==> src/rtl/pic_cmd_decoder.sv <==
module pic_cmd_decoder #(
  parameter int CASC_LINE = 2,
  parameter int SPUR_LINE = 7
) (
  input  logic       clk,
  input  logic       rst_n,
  input  logic       wr_en,
  input  logic       rd_en,
  input  logic       addr,
  input  logic [7:0] wdata,
  output logic [7:0] rdata,
  input  logic [7:0] pend,
  output logic [7:0] pend_clr,
  input  logic       inta,
  output logic [7:0] vector,
  output logic       int_req
);

  localparam int NL = 8;
  localparam int LW = $clog2(NL);
  localparam logic [NL-1:0] CASC_BIT = NL'(1) << CASC_LINE;
  localparam logic [LW-1:0] SPUR = LW'(SPUR_LINE);

  logic [NL-1:0] imr_q, isr_q;
  logic [LW-1:0] off_q;
  logic [7:LW]   base_q;
  logic [1:0]    step_q;
  logic          w4_q, aeoi_q, raeoi_q, sfnm_q, smm_q, rsel_q, poll_q, int_req_q;

  function automatic logic [LW:0] top_prio(input logic [NL-1:0] m, input logic [LW-1:0] off);
    logic [LW:0] r;
    r = (LW+1)'(NL);
    for (int p = NL-1; p >= 0; p--)
      if (m[LW'(p) + off]) r = (LW+1)'(p);
    return r;
  endfunction

  logic [NL-1:0] req_m, isr_m, win_oh;
  logic [LW:0]   req_p, cur_p, isr_p;
  logic [LW-1:0] win_line, rep_line, eoi_line;
  logic          win_valid, eoi_any;

  assign req_m     = pend & ~imr_q & (smm_q ? ~isr_q : '1);
  assign isr_m     = smm_q ? '0 : (sfnm_q ? (isr_q & ~CASC_BIT) : isr_q);
  assign req_p     = top_prio(req_m, off_q);
  assign cur_p     = top_prio(isr_m, off_q);
  assign win_valid = req_p < cur_p;
  assign win_line  = req_p[LW-1:0] + off_q;
  assign rep_line  = win_valid ? win_line : SPUR;
  assign win_oh    = win_valid ? (NL'(1) << win_line) : '0;
  assign isr_p     = top_prio(isr_q, off_q);
  assign eoi_any   = !isr_p[LW];
  assign eoi_line  = isr_p[LW-1:0] + off_q;

  logic wr_cmd, init_w, ocw3_w, ocw2_w, data_w, ack_go, poll_go;
  assign wr_cmd  = wr_en && !addr;
  assign init_w  = wr_cmd && wdata[4];
  assign ocw3_w  = wr_cmd && !wdata[4] && wdata[3];
  assign ocw2_w  = wr_cmd && !wdata[4] && !wdata[3];
  assign data_w  = wr_en && addr;
  assign ack_go  = inta && !wr_en;
  assign poll_go = rd_en && poll_q && !wr_en && !inta;

  assign pend_clr = (ack_go || poll_go) ? win_oh : '0;
  assign vector   = {base_q, rep_line};
  assign int_req  = int_req_q;
  assign rdata    = !rd_en ? '0 :
                    poll_q ? {{(8-LW){1'b0}}, rep_line} :
                    addr   ? imr_q :
                    rsel_q ? isr_q : pend;

  always_ff @(posedge clk) begin
    if (!rst_n) begin
      imr_q <= '0; isr_q <= '0; off_q <= '0; base_q <= '0; step_q <= '0;
      w4_q <= 1'b0; aeoi_q <= 1'b0; raeoi_q <= 1'b0; sfnm_q <= 1'b0;
      smm_q <= 1'b0; rsel_q <= 1'b0; poll_q <= 1'b0; int_req_q <= 1'b0;
    end else begin
      int_req_q <= win_valid;
      if (init_w) begin
        imr_q <= '0; isr_q <= '0; off_q <= '0; base_q <= '0;
        aeoi_q <= 1'b0; raeoi_q <= 1'b0; sfnm_q <= 1'b0;
        smm_q <= 1'b0; rsel_q <= 1'b0; poll_q <= 1'b0;
        int_req_q <= 1'b0;
        step_q <= 2'd1;
        w4_q <= wdata[0];
      end else if (data_w) begin
        case (step_q)
          2'd0: imr_q <= wdata;
          2'd1: begin base_q <= wdata[7:LW]; step_q <= 2'd2; end
          2'd2: step_q <= w4_q ? 2'd3 : 2'd0;
          default: begin
            sfnm_q <= wdata[4];
            aeoi_q <= wdata[1];
            step_q <= 2'd0;
          end
        endcase
      end else if (ocw3_w) begin
        if (wdata[2]) poll_q <= 1'b1;
        if (wdata[1]) rsel_q <= wdata[0];
        if (wdata[6]) smm_q <= wdata[5];
      end else if (ocw2_w) begin
        case (wdata[7:5])
          3'd0: raeoi_q <= 1'b0;
          3'd4: raeoi_q <= 1'b1;
          3'd1: if (eoi_any) isr_q[eoi_line] <= 1'b0;
          3'd5: if (eoi_any) begin
            isr_q[eoi_line] <= 1'b0;
            off_q <= eoi_line + LW'(1);
          end
          3'd3: isr_q[wdata[LW-1:0]] <= 1'b0;
          3'd6: off_q <= wdata[LW-1:0] + LW'(1);
          3'd7: begin
            isr_q[wdata[LW-1:0]] <= 1'b0;
            off_q <= wdata[LW-1:0] + LW'(1);
          end
          default: ;
        endcase
      end else if (ack_go) begin
        if (win_valid) begin
          if (aeoi_q) begin
            if (raeoi_q) off_q <= win_line + LW'(1);
          end else begin
            isr_q[win_line] <= 1'b1;
          end
        end
      end else if (poll_go) begin
        if (win_valid) isr_q[win_line] <= 1'b0;
        poll_q <= 1'b0;
      end
    end
  end


  init_drop_chk: assert property (@(posedge clk) disable iff (!rst_n)
    init_w |=> (!int_req && step_q == 2'd1));


  req_follow_chk: assert property (@(posedge clk) disable iff (!rst_n)
    !init_w |=> (int_req == $past(win_valid)));


  clr_onehot_chk: assert property (@(posedge clk) disable iff (!rst_n)
    $onehot0(pend_clr));


  ack_isr_chk: assert property (@(posedge clk) disable iff (!rst_n)
    (ack_go && win_valid && !aeoi_q) |=> isr_q[$past(win_line)]);


  aeoi_keep_chk: assert property (@(posedge clk) disable iff (!rst_n)
    (ack_go && aeoi_q) |=> $stable(isr_q));


  poll_exit_chk: assert property (@(posedge clk) disable iff (!rst_n)
    poll_go |=> !poll_q);


  spur_nochg_chk: assert property (@(posedge clk) disable iff (!rst_n)
    (ack_go && !win_valid) |=> ($stable(isr_q) && $stable(off_q)));

endmodule

==> config.mk <==
export PLATFORM = sky130hd
export DESIGN_NAME = pic_cmd_decoder
export DESIGN_NICKNAME = d
export VERILOG_FILES = /design/src/rtl/pic_cmd_decoder.sv
export SDC_FILE = /design/constraint.sdc
export NUM_CORES = 1
export LEC_CHECK = 0
export BUFFER_PORTS_ARGS = -buffer_cell sky130_fd_sc_hd__buf_2
export CAP_MARGIN = 5
export CELL_PAD_IN_SITES_DETAIL_PLACEMENT = 1
export CELL_PAD_IN_SITES_GLOBAL_PLACEMENT = 1
export CORE_ASPECT_RATIO = 1.5
export CORE_MARGIN = 2
export CORE_UTILIZATION = 45
export CTS_CLUSTER_DIAMETER = 40
export CTS_CLUSTER_SIZE = 30
export DETAILED_ROUTE_END_ITERATION = 10
export GPL_TIMING_DRIVEN = 0
export PLACE_DENSITY_LB_ADDON = 0.1
export SLEW_MARGIN = 5
export SYNTH_ARGS = -nofsm -noshare
export SYNTH_HDL_FRONTEND = slang
export SYNTH_SLANG_ARGS = --single-unit
==> constraint.sdc <==
create_clock -name clk -period 6.7 [get_ports clk]
set_input_delay 0.67 -clock clk [delete_from_list [all_inputs] [get_ports clk]]
set_output_delay 0.67 -clock clk [all_outputs]
set_load 0.03 [all_outputs]
==> impl_metrics.toml, run 1 <==
[outcome]
status = "finished, final reports clean"

[synthesis]
yosysSeqAreaShare_pct = 16.5
syn-num-nets = 556
synth_flop_cell = "dfxtp_1"
async_reset_ff_share_pct = 0
synth_edf_count = 0
synth_cells = 520
syn_area_per_cell_um2 = 7.91
ys_ff_latch = 34
synth_area_um2 = 4110
yosys_warnings = 0
synth_cell_types = 73

[detailed_routing]
wl_met3_um = 535
routed_wl_um = 14900
ant_nets = 0
vias_per_cell = 6.45
topRoutingLayerUsed = "met4"
drt_pass1_iterations = 4
initialDrtViolationCount = 272
wl_per_cell_um = 21.8
routed-via-count = 4401
wl_met1_um = 5500
wl_met2_um = 8180
drc = 0

[power_and_ir_drop]
pwr-share-clk_pct = 35.0
p_comb_share_pct = 36.4
pwr-share-seq_pct = 28.5
internal-power_mw = 0.483
power_per_cell_area_nw_per_um2 = 164
switching_share_pct = 36.3
p_leak_nw = 1.89
vdd_ir_drop_max_mv = 0.156
switchingPower_mw = 0.275

[setup_path]
worst_setup_path_end_kind = "output port"
reg2regPathDepth = 19
cp_max_fo = 10
start_kind = "register"
worst_r2r_startpoint = "off_q[1]"
worstPathRequired_ns = 6.03
crit_type = "reg2out"
crit_arrival_ns = 5.70
reg2reg_slack_ns = 1.18

[timing]
slew-limit-headroom_pct = 41.6
post-route-min-period_ns = 6.37
setup_tns_ns = 0
fin_worst_skew_ns = 0.00419
setup_violations = 0
tightest_slew_ns = 0.868
rsz0062_at_grt = "false"
drv_slew = 0
fmaxAchievable_mhz = 157
finalCritPeriodShare_pct = 95.1
hold_violations = 0

[floorplanning]
core-area_um2 = 8880
pin_count = 47
rows = 42
die_w_um = 82.1
dieArea_um2 = 9940
die_h_um = 121
initial_core_util_pct = 46.3

[final_layout]
drive_above_1_share_pct = 18.7
final_cell_mix = "nor2_1 (63), nand2_1 (54), buf_2 (51)"
layout_commonest_cell = "nor2_1"
multi_input_area_um2 = 3210
fillers = 1127
regArea_um2 = 681
area_growth_pct = 12.7
final_area_um2 = 4630
nets = 607
n_antenna_cell = 0
finalNonFillerCells = 682

[clock_tree]
cts_num_sinks = 34
clkLatencyLatePin_ns = 0.28
clk_path_buf_depth = 2
cts_htree_levels = 2
clockRootBuffer = "clkbuf_16"
path_clk_slew_ns = 0.05
numCtsBuffers = 5
cts_tree = "done"
hold_buffers = 0
cts-resized-gates = 0
postCtsSetupBuffers = 0

[min_path]
whs_path_depth = 2
worstHoldStart = "base_q[4]"
holdPathEnd = "base_q[4]"
hp-class = "reg2reg"

[job]
drv_cap = 0

[global_routing]
antenna_found_initial = 0
grt.total_usage_pct = 31.2
grt_pass1_vias = 4587
grt_pass1_wl_um = 23500
grt.overflow.total = 0
grt_max_degree = 11

[placed_design]
gp_routability_congestion = 0.900
hpwlAfterDp_um = 11600
port_buffers = 44
dp.cells = 674
placed_cell_area_um2 = 4470
==> cells by family after synthesis <==
group           Yosys count  synth area share [%]
compound gates          120                  20.8
xor+xnor                  8                  2.07
fa+ha+maj                14                  4.62
buf+inv                  45                  5.35
flops                    34                  16.5
mux                      61                  20.8
simple gates            238                  29.8
==> cells in the mapped netlist (4+ instances only) <==
cell type   n  share of area [%]
dfxtp_1    34                 17
and2_1     10                1.5
nand4_1    10                1.5
a21oi_1    34                4.1
o211ai_1    5               0.91
o2111a_1    4                1.1
a41oi_1     8                1.7
nand2b_1    9                1.4
buf_2       7               0.85
o21ai_0    12                1.5
a21boi_0    5               0.91
o21ai_1     4               0.49
inv_1      11                1.0
o21ba_1     5                1.2
nor2_1     63                5.7
and3_1     10                1.5
a211oi_1    6                1.1
nand2_1    54                4.9
mux2_2      6                1.6
nand3_1    25                3.0
a31oi_1     6               0.91
a22oi_1     4               0.73
a311oi_1    4               0.85
mux2i_1    36                8.8
or3_1       4               0.61
nor3_1     10                1.2
clkbuf_1   18                1.6
nor2b_1    18                2.7
nand3b_1    4               0.73
mux4_2     18                9.9
or2_2       4               0.61
ha_1       12                3.6
==> layout make-up <==
cell class                 count  area share, %
timing repair buffer          44           4.75
clock buffer                   7           2.86
buffer                        33           3.78
inverter                      12          0.972
clock inverter                 1          0.648
sequential                    34           14.7
multi-input combinational    441           69.3
tap                          110           2.97
==> critical path, cell delays in order, from the launching register on <==
cell and delay (ns):
dfxtp_1 0.36, buf_2 0.27, inv_1 0.21, ha_1 0.40, buf_2 0.33, mux4_2 0.45
mux2i_1 0.34, nand2_1 0.16, o32ai_1 0.47, inv_1 0.12, fa_1 0.47, nor2_1 0.17
o41ai_1 0.09, or4b_1 0.48, and4_4 0.19, nand3_4 0.13, nor3b_4 0.33, mux2i_1 0.11
and2_1 0.17, buf_2 0.17
==> worst max-delay path by stage <==
stage | slack (ns) | startpoint | cells past startpoint | endpoint
6_report | 0.33 | off_q[1] | 19 | rdata[2]
5_1_grt | 0.02 | off_q[1] | 19 | rdata[2]
4_1_cts | 0.33 | off_q[1] | 19 | rdata[2]
3_5_place_dp | 0.67 | off_q[1] | 19 | rdata[2]
3_3_place_gp | 0.86 | off_q[1] | 19 | rdata[2]
2_1_floorplan | 1.49 | off_q[1] | 16 | rdata[0]
==> per-layer routing <==
metal  vias to the layer above  GRT usage [%]
met3                        46           3.20
met2                       121           59.8
met4                         0           13.8
li1                       2042              -
met5                         -              0
met1                      2192           32.8
==> power by group through the flow <==
stage,combinational [mW],clock [mW],sequential [mW]
finish,0.276,0.266,0.216
global route,0.299,0.274,0.217
CTS,0.274,0.264,0.216
detailed placement,0.271,0,0.220
global placement,0.263,0,0.220
floorplan,0.193,0,0.220
==> metrics by stage <==
step / total power [mW] / utilization, % / hold WS [ns] / worst slack [ns]
floorplan: 0.414 / - / 0.461 / 1.49
global placement: 0.483 / 50.4 / 0.473 / 0.859
detailed placement: 0.491 / 50.4 / 0.480 / 0.667
CTS: 0.755 / 52.2 / 0.500 / 0.328
global route: 0.790 / 52.2 / 0.545 / 0.0223
finish: 0.758 / 52.2 / 0.496 / 0.329
Power figures use the tool's default switching activity.
==> run 2: changes to the inputs <==
--- a/config.mk
+++ b/config.mk
@@ -17,6 +17,7 @@
 export DETAILED_ROUTE_END_ITERATION = 10
 export GPL_TIMING_DRIVEN = 0
 export PLACE_DENSITY_LB_ADDON = 0.1
+export RECOVER_POWER = 50
 export SLEW_MARGIN = 5
 export SYNTH_ARGS = -nofsm -noshare
 export SYNTH_HDL_FRONTEND = slang
==> run 2 against run 1 <==
Register-to-register slack barely moved. Power is essentially flat. Non-clock buffer count stayed put. Largest power group unchanged. Combinational power about the same. Critical path depth is the same. Via count is essentially flat. Highest routed layer unchanged. Critical path type unchanged. Core utilization decreased by 0.13 points.
==> impl_metrics.toml, run 2 (same netlist as run 1, synthesis figures left out) <==
[outcome]
status = "finished, final reports clean"

[placed_design]
place_ws_ns = 0.667
gp_routability_congestion = 0.900
hpwlAfterDp_um = 11600
port_buffers = 44

[setup_path]
startpoint = "off_q[1]"
crit_arrival_ns = 5.70
reg2regPathDepth = 19
cp_max_fo = 10
slowest_stage = "or4b_1"
start_kind = "register"
reg2reg_slack_ns = 1.18
crit_chain = "buf_2, inv_1, ha_1, buf_2, mux4_2, mux2i_1, nand2_1, o32ai_1, inv_1, fa_1, nor2_1, o41ai_1, or4b_1, and4_4, nand3_4, nor3b_4, mux2i_1, and2_1, buf_2"
worst_setup_path_end_kind = "output port"
cp_common_cell = "buf_2"
slowest_delay_ns = 0.48
crit_type = "reg2out"
worst_r2r_startpoint = "off_q[1]"
worstPathRequired_ns = 6.03

[floorplanning]
dieArea_um2 = 9940
initial_core_util_pct = 46.3
core-area_um2 = 8880
die_h_um = 121
die_w_um = 82.1
rows = 42
pin_count = 47

[detailed_routing]
wl_per_cell_um = 21.9
routed-via-count = 4402
drc = 0
initialDrtViolationCount = 273
topRoutingLayerUsed = "met4"
routed_wl_um = 14900
drt_pass1_iterations = 4
wl_met2_um = 8180
wl_met1_um = 5530
ant_nets = 0
wl_met3_um = 526
vias_per_cell = 6.45

[global_routing]
grt_max_degree = 11
grt.total_usage_pct = 31.2
antenna_found_initial = 0
grt_pass1_vias = 4587
grt_pass1_wl_um = 23500
grt.overflow.total = 0

[clock_tree]
postCtsSetupBuffers = 0
hold_buffers = 0
clkLatencyLatePin_ns = 0.28
path_clk_slew_ns = 0.05
cts-resized-gates = 0
cts_num_sinks = 34
clockRootBuffer = "clkbuf_16"
clk_path_buf_depth = 2
numCtsBuffers = 5
cts_htree_levels = 2
cts_tree = "done"

[timing]
tightest_slew_ns = 0.868
finalCritPeriodShare_pct = 95.1
fmaxAchievable_mhz = 157
slew-limit-headroom_pct = 41.6
rsz0062_at_grt = "false"
post-route-min-period_ns = 6.37
layout_setup_ws_ns = 0.328
hold_violations = 0
fin_worst_skew_ns = 0.00425
drv_slew = 0
setup_violations = 0
setup_tns_ns = 0

[final_layout]
drive_above_1_share_pct = 17.1
layout_commonest_cell = "nor2_1"
utilization_pct = 52.1
area_growth_pct = 12.4
final_cell_mix = "nor2_1 (63), nand2_1 (54), buf_2 (42)"
fillers = 1131
nets = 607
n_antenna_cell = 0

[power_and_ir_drop]
power_per_cell_area_nw_per_um2 = 164
p_total_mw = 0.757
p_leak_nw = 1.86
vdd_ir_drop_max_mv = 0.156

[job]
drv_cap = 0

[min_path]
holdPathEnd = "base_q[4]"
hp-class = "reg2reg"
whs_path_depth = 2
worstHoldStart = "base_q[4]"
==> run 2: cell types whose count changed in the layout (fill, tap and decap cells not counted) <==
cell      before  now
clkbuf_1      20   29
buf_2         51   42
==> run 2: through the flow <==
step | instances | hold WS, ns | instance area [um2]
global placement | 674 | 0.473 | 4470
floorplan | 520 | 0.461 | 4110
finish | 682 | 0.508 | 4620
global route | 682 | 0.550 | 4620
detailed placement | 674 | 0.480 | 4470
CTS | 682 | 0.500 | 4630
==> run 2: where the power goes <==
part	switching, mW	internal, mW	leakage, nW	total [mW]
sequential	0.00706	0.209	0.276	0.216
combinational	0.178	0.0973	1.50	0.276
clock	0.0897	0.176	0.0781	0.266
total	0.275	0.482	1.86	0.757
==> run 2: metal layers <==
metal | global-route usage (%) | vias to the layer above
met5 | 0 | -
met4 | 13.8 | 0
met3 | 3.20 | 46
met2 | 59.8 | 121
met1 | 32.8 | 2193
li1 | - | 2042
==> run 2: how the worst max path moves through the flow <==
| stage | to | cells past startpoint |
|---|---|---|
| after floorplan | rdata[0] | 16 |
| after global placement | rdata[2] | 19 |
| after detailed placement | rdata[2] | 19 |
| after CTS | rdata[2] | 19 |
| after global routing | rdata[2] | 19 |
| final | rdata[2] | 19 |
==> run 2: final cells by class <==
cell class	count	area, um2	area share, %
inverter	12	45.0	0.974
sequential	34	681	14.7
tap	110	138	2.98
timing repair buffer	44	209	4.52
clock buffer	7	133	2.87
multi-input combinational	441	3210	69.5
clock inverter	1	30.0	0.650
buffer	33	175	3.79
==> run 2: worst max-delay path, delay by kind of cell, from the launching register on <==
family                     cells  cell delay (ns)
adders and majority gates      2             0.87
buffers and inverters          5             1.10
and+or+nand+nor                7             1.63
DFF                            1             0.36
muxes                          3             0.90
AOI/OAI and AO/OA              2             0.56
==> run 3: changes to the inputs <==
==> constraint.sdc (replaced) <==
create_clock -name clk -period 5.89 [get_ports clk]
set_input_delay 0.589 -clock clk [delete_from_list [all_inputs] [get_ports clk]]
set_output_delay 0.589 -clock clk [all_outputs]
set_load 0.03 [all_outputs]
==> run 3 against run 2 <==
Global-route usage rose by 0.32 points. Power increased by 16%. Sequential share of layout area is 0.53 points lower. Clock skew grew 0.00098 ns. Clock power grew 14%. Combinational power grew 20%. Cell area is 3.9% higher. Final cell count up 1.5%. Largest cell class unchanged. Largest power group unchanged.
==> impl_metrics.toml, run 3 (same netlist as run 1, synthesis figures left out) <==
[final_layout]
final_cell_mix = "nor2_1 (62), nand2_1 (54), buf_2 (39)"
n_antenna_cell = 0
drive_above_1_share_pct = 20.6
layout_commonest_cell = "nor2_1"
fillers = 1122
area_growth_pct = 16.8
nets = 617

[clock_tree]
clkLatencyLatePin_ns = 0.28
numCtsBuffers = 5
hold_buffers = 0
cts_tree = "done"
cts_num_sinks = 34
cts_htree_levels = 2
clockRootBuffer = "clkbuf_16"
path_clk_slew_ns = 0.05
clk_path_buf_depth = 2

[floorplanning]
core-area_um2 = 8880
dieArea_um2 = 9940
rows = 42
die_w_um = 82.1
pin_count = 47
die_h_um = 121
initial_core_util_pct = 46.3

[detailed_routing]
wl_met2_um = 8550
routed_wl_um = 15500
ant_nets = 0
drt_pass1_iterations = 4
wl_per_cell_um = 22.3
topRoutingLayerUsed = "met4"
drc = 0
routed-via-count = 4474
wl_met3_um = 600
wl_met1_um = 5710
initialDrtViolationCount = 253
vias_per_cell = 6.47

[timing]
fin_worst_skew_ns = 0.00523
slew-limit-headroom_pct = 48.4
layout_setup_ws_ns = 0.183
fmaxAchievable_mhz = 175
post-route-min-period_ns = 5.71
tightest_slew_ns = 0.764
drv_slew = 0
hold_violations = 0
timing.hold.ws_ns = 0.508
setup_violations = 0
finalCritPeriodShare_pct = 96.9
setup_tns_ns = 0

[global_routing]
antenna_found_initial = 0
grt_pass1_vias = 4613
grt_pass1_wl_um = 23800
grt_max_degree = 11
grt.overflow.total = 0
grt.total_usage_pct = 31.5

[setup_path]
slowest_stage = "or4b_1"
slowest_delay_ns = 0.49
worstPathRequired_ns = 5.30
crit_type = "reg2out"
worst_setup_path_end_kind = "output port"
start_kind = "register"
crit_arrival_ns = 5.12
cp_max_fo = 6
crit_chain = "buf_6, clkinvlp_4, ha_4, nor2b_1, nand3_1, a41oi_1, a21oi_1, o221ai_1, o211ai_1, nand2b_1, ha_1, inv_1, fa_2, nor2_1, o41ai_1, or4b_1, and4_4, nand3_4, nor3b_4, mux2i_1, and2_1, buf_2"

[power_and_ir_drop]
p_leak_nw = 1.92
vdd_ir_drop_max_mv = 0.179
power_per_cell_area_nw_per_um2 = 183

[placed_design]
hpwlAfterDp_um = 11600
gp_routability_congestion = 0.900
place_ws_ns = -0.0624
port_buffers = 44

[outcome]
status = "finished, final reports clean"

[job]
drv_cap = 0

[min_path]
hp-class = "reg2reg"
[run 3: cell types whose count changed in the layout (fill, tap and decap cells not counted), moves of 2 or more]
cell     previous run  this run
a41oi_2             0         2
a41oi_1             8         6
buf_4               2        13
buf_2              42        39
buf_6               1         3
[run 3: timing repair]
item                       in CTS  in global routing
setup endpoints to repair      10                 10
resized for setup              10                  8
pin swaps                       0                  4
setup buffers                   2                  9
gates cloned                    0                  0
[run 3: path summary, 6_finish.rpt]
kind         startpoint         to  slack [ns]  cells after the start
min reg2reg   base_q[4]  base_q[4]        0.51                      2
max reg2reg    off_q[1]   register        0.95                     22
min           base_q[4]  base_q[4]        0.51                      2
max            off_q[1]   rdata[2]        0.18                     22
[run 3: power by group]
part / internal, mW / leakage [nW] / switching, mW
clock network: 0.200 / 0.0781 / 0.104
registers: 0.238 / 0.276 / 0.00814
logic: 0.121 / 1.57 / 0.210
[run 3: cell type report]
cell class	instances	area, um2	share of cell area [%]
inverters	12	48.8	1.02
well taps	110	138	2.87
plain buffers	32	186	3.88
multi-input cells	441	3290	68.6
clock buffers	7	133	2.76
repair buffers	55	292	6.07
clock inverters	1	30.0	0.625
flip-flops and latches	34	682	14.2
[run 3: stage by stage]
step / total power, mW / cells / utilization, % / cell area (um2)
detailed placement: 0.559 / 674 / 50.4 / 4470
global placement: 0.549 / 674 / 50.4 / 4470
global route: 0.913 / 692 / 54.1 / 4800
floorplan: 0.470 / 520 / - / 4110
finish: 0.880 / 692 / 54.1 / 4800
CTS: 0.865 / 684 / 53.0 / 4710
[run 3: metal layers]
metal	GRT usage [%]	vias to the layer above
li1	-	2056
met1	33.5	2241
met2	60.0	135
met3	3.27	42
met4	14.0	0
met5	0	-
[run 3: worst max-delay path: cells and delay by family, from the launching register on]
kind | cells | cell delay, ns
buf+inv | 4 | 0.54
simple gates | 9 | 2.02
compound gates | 5 | 0.90
mux | 1 | 0.11
flops | 1 | 0.39
fa+ha+maj | 3 | 0.87
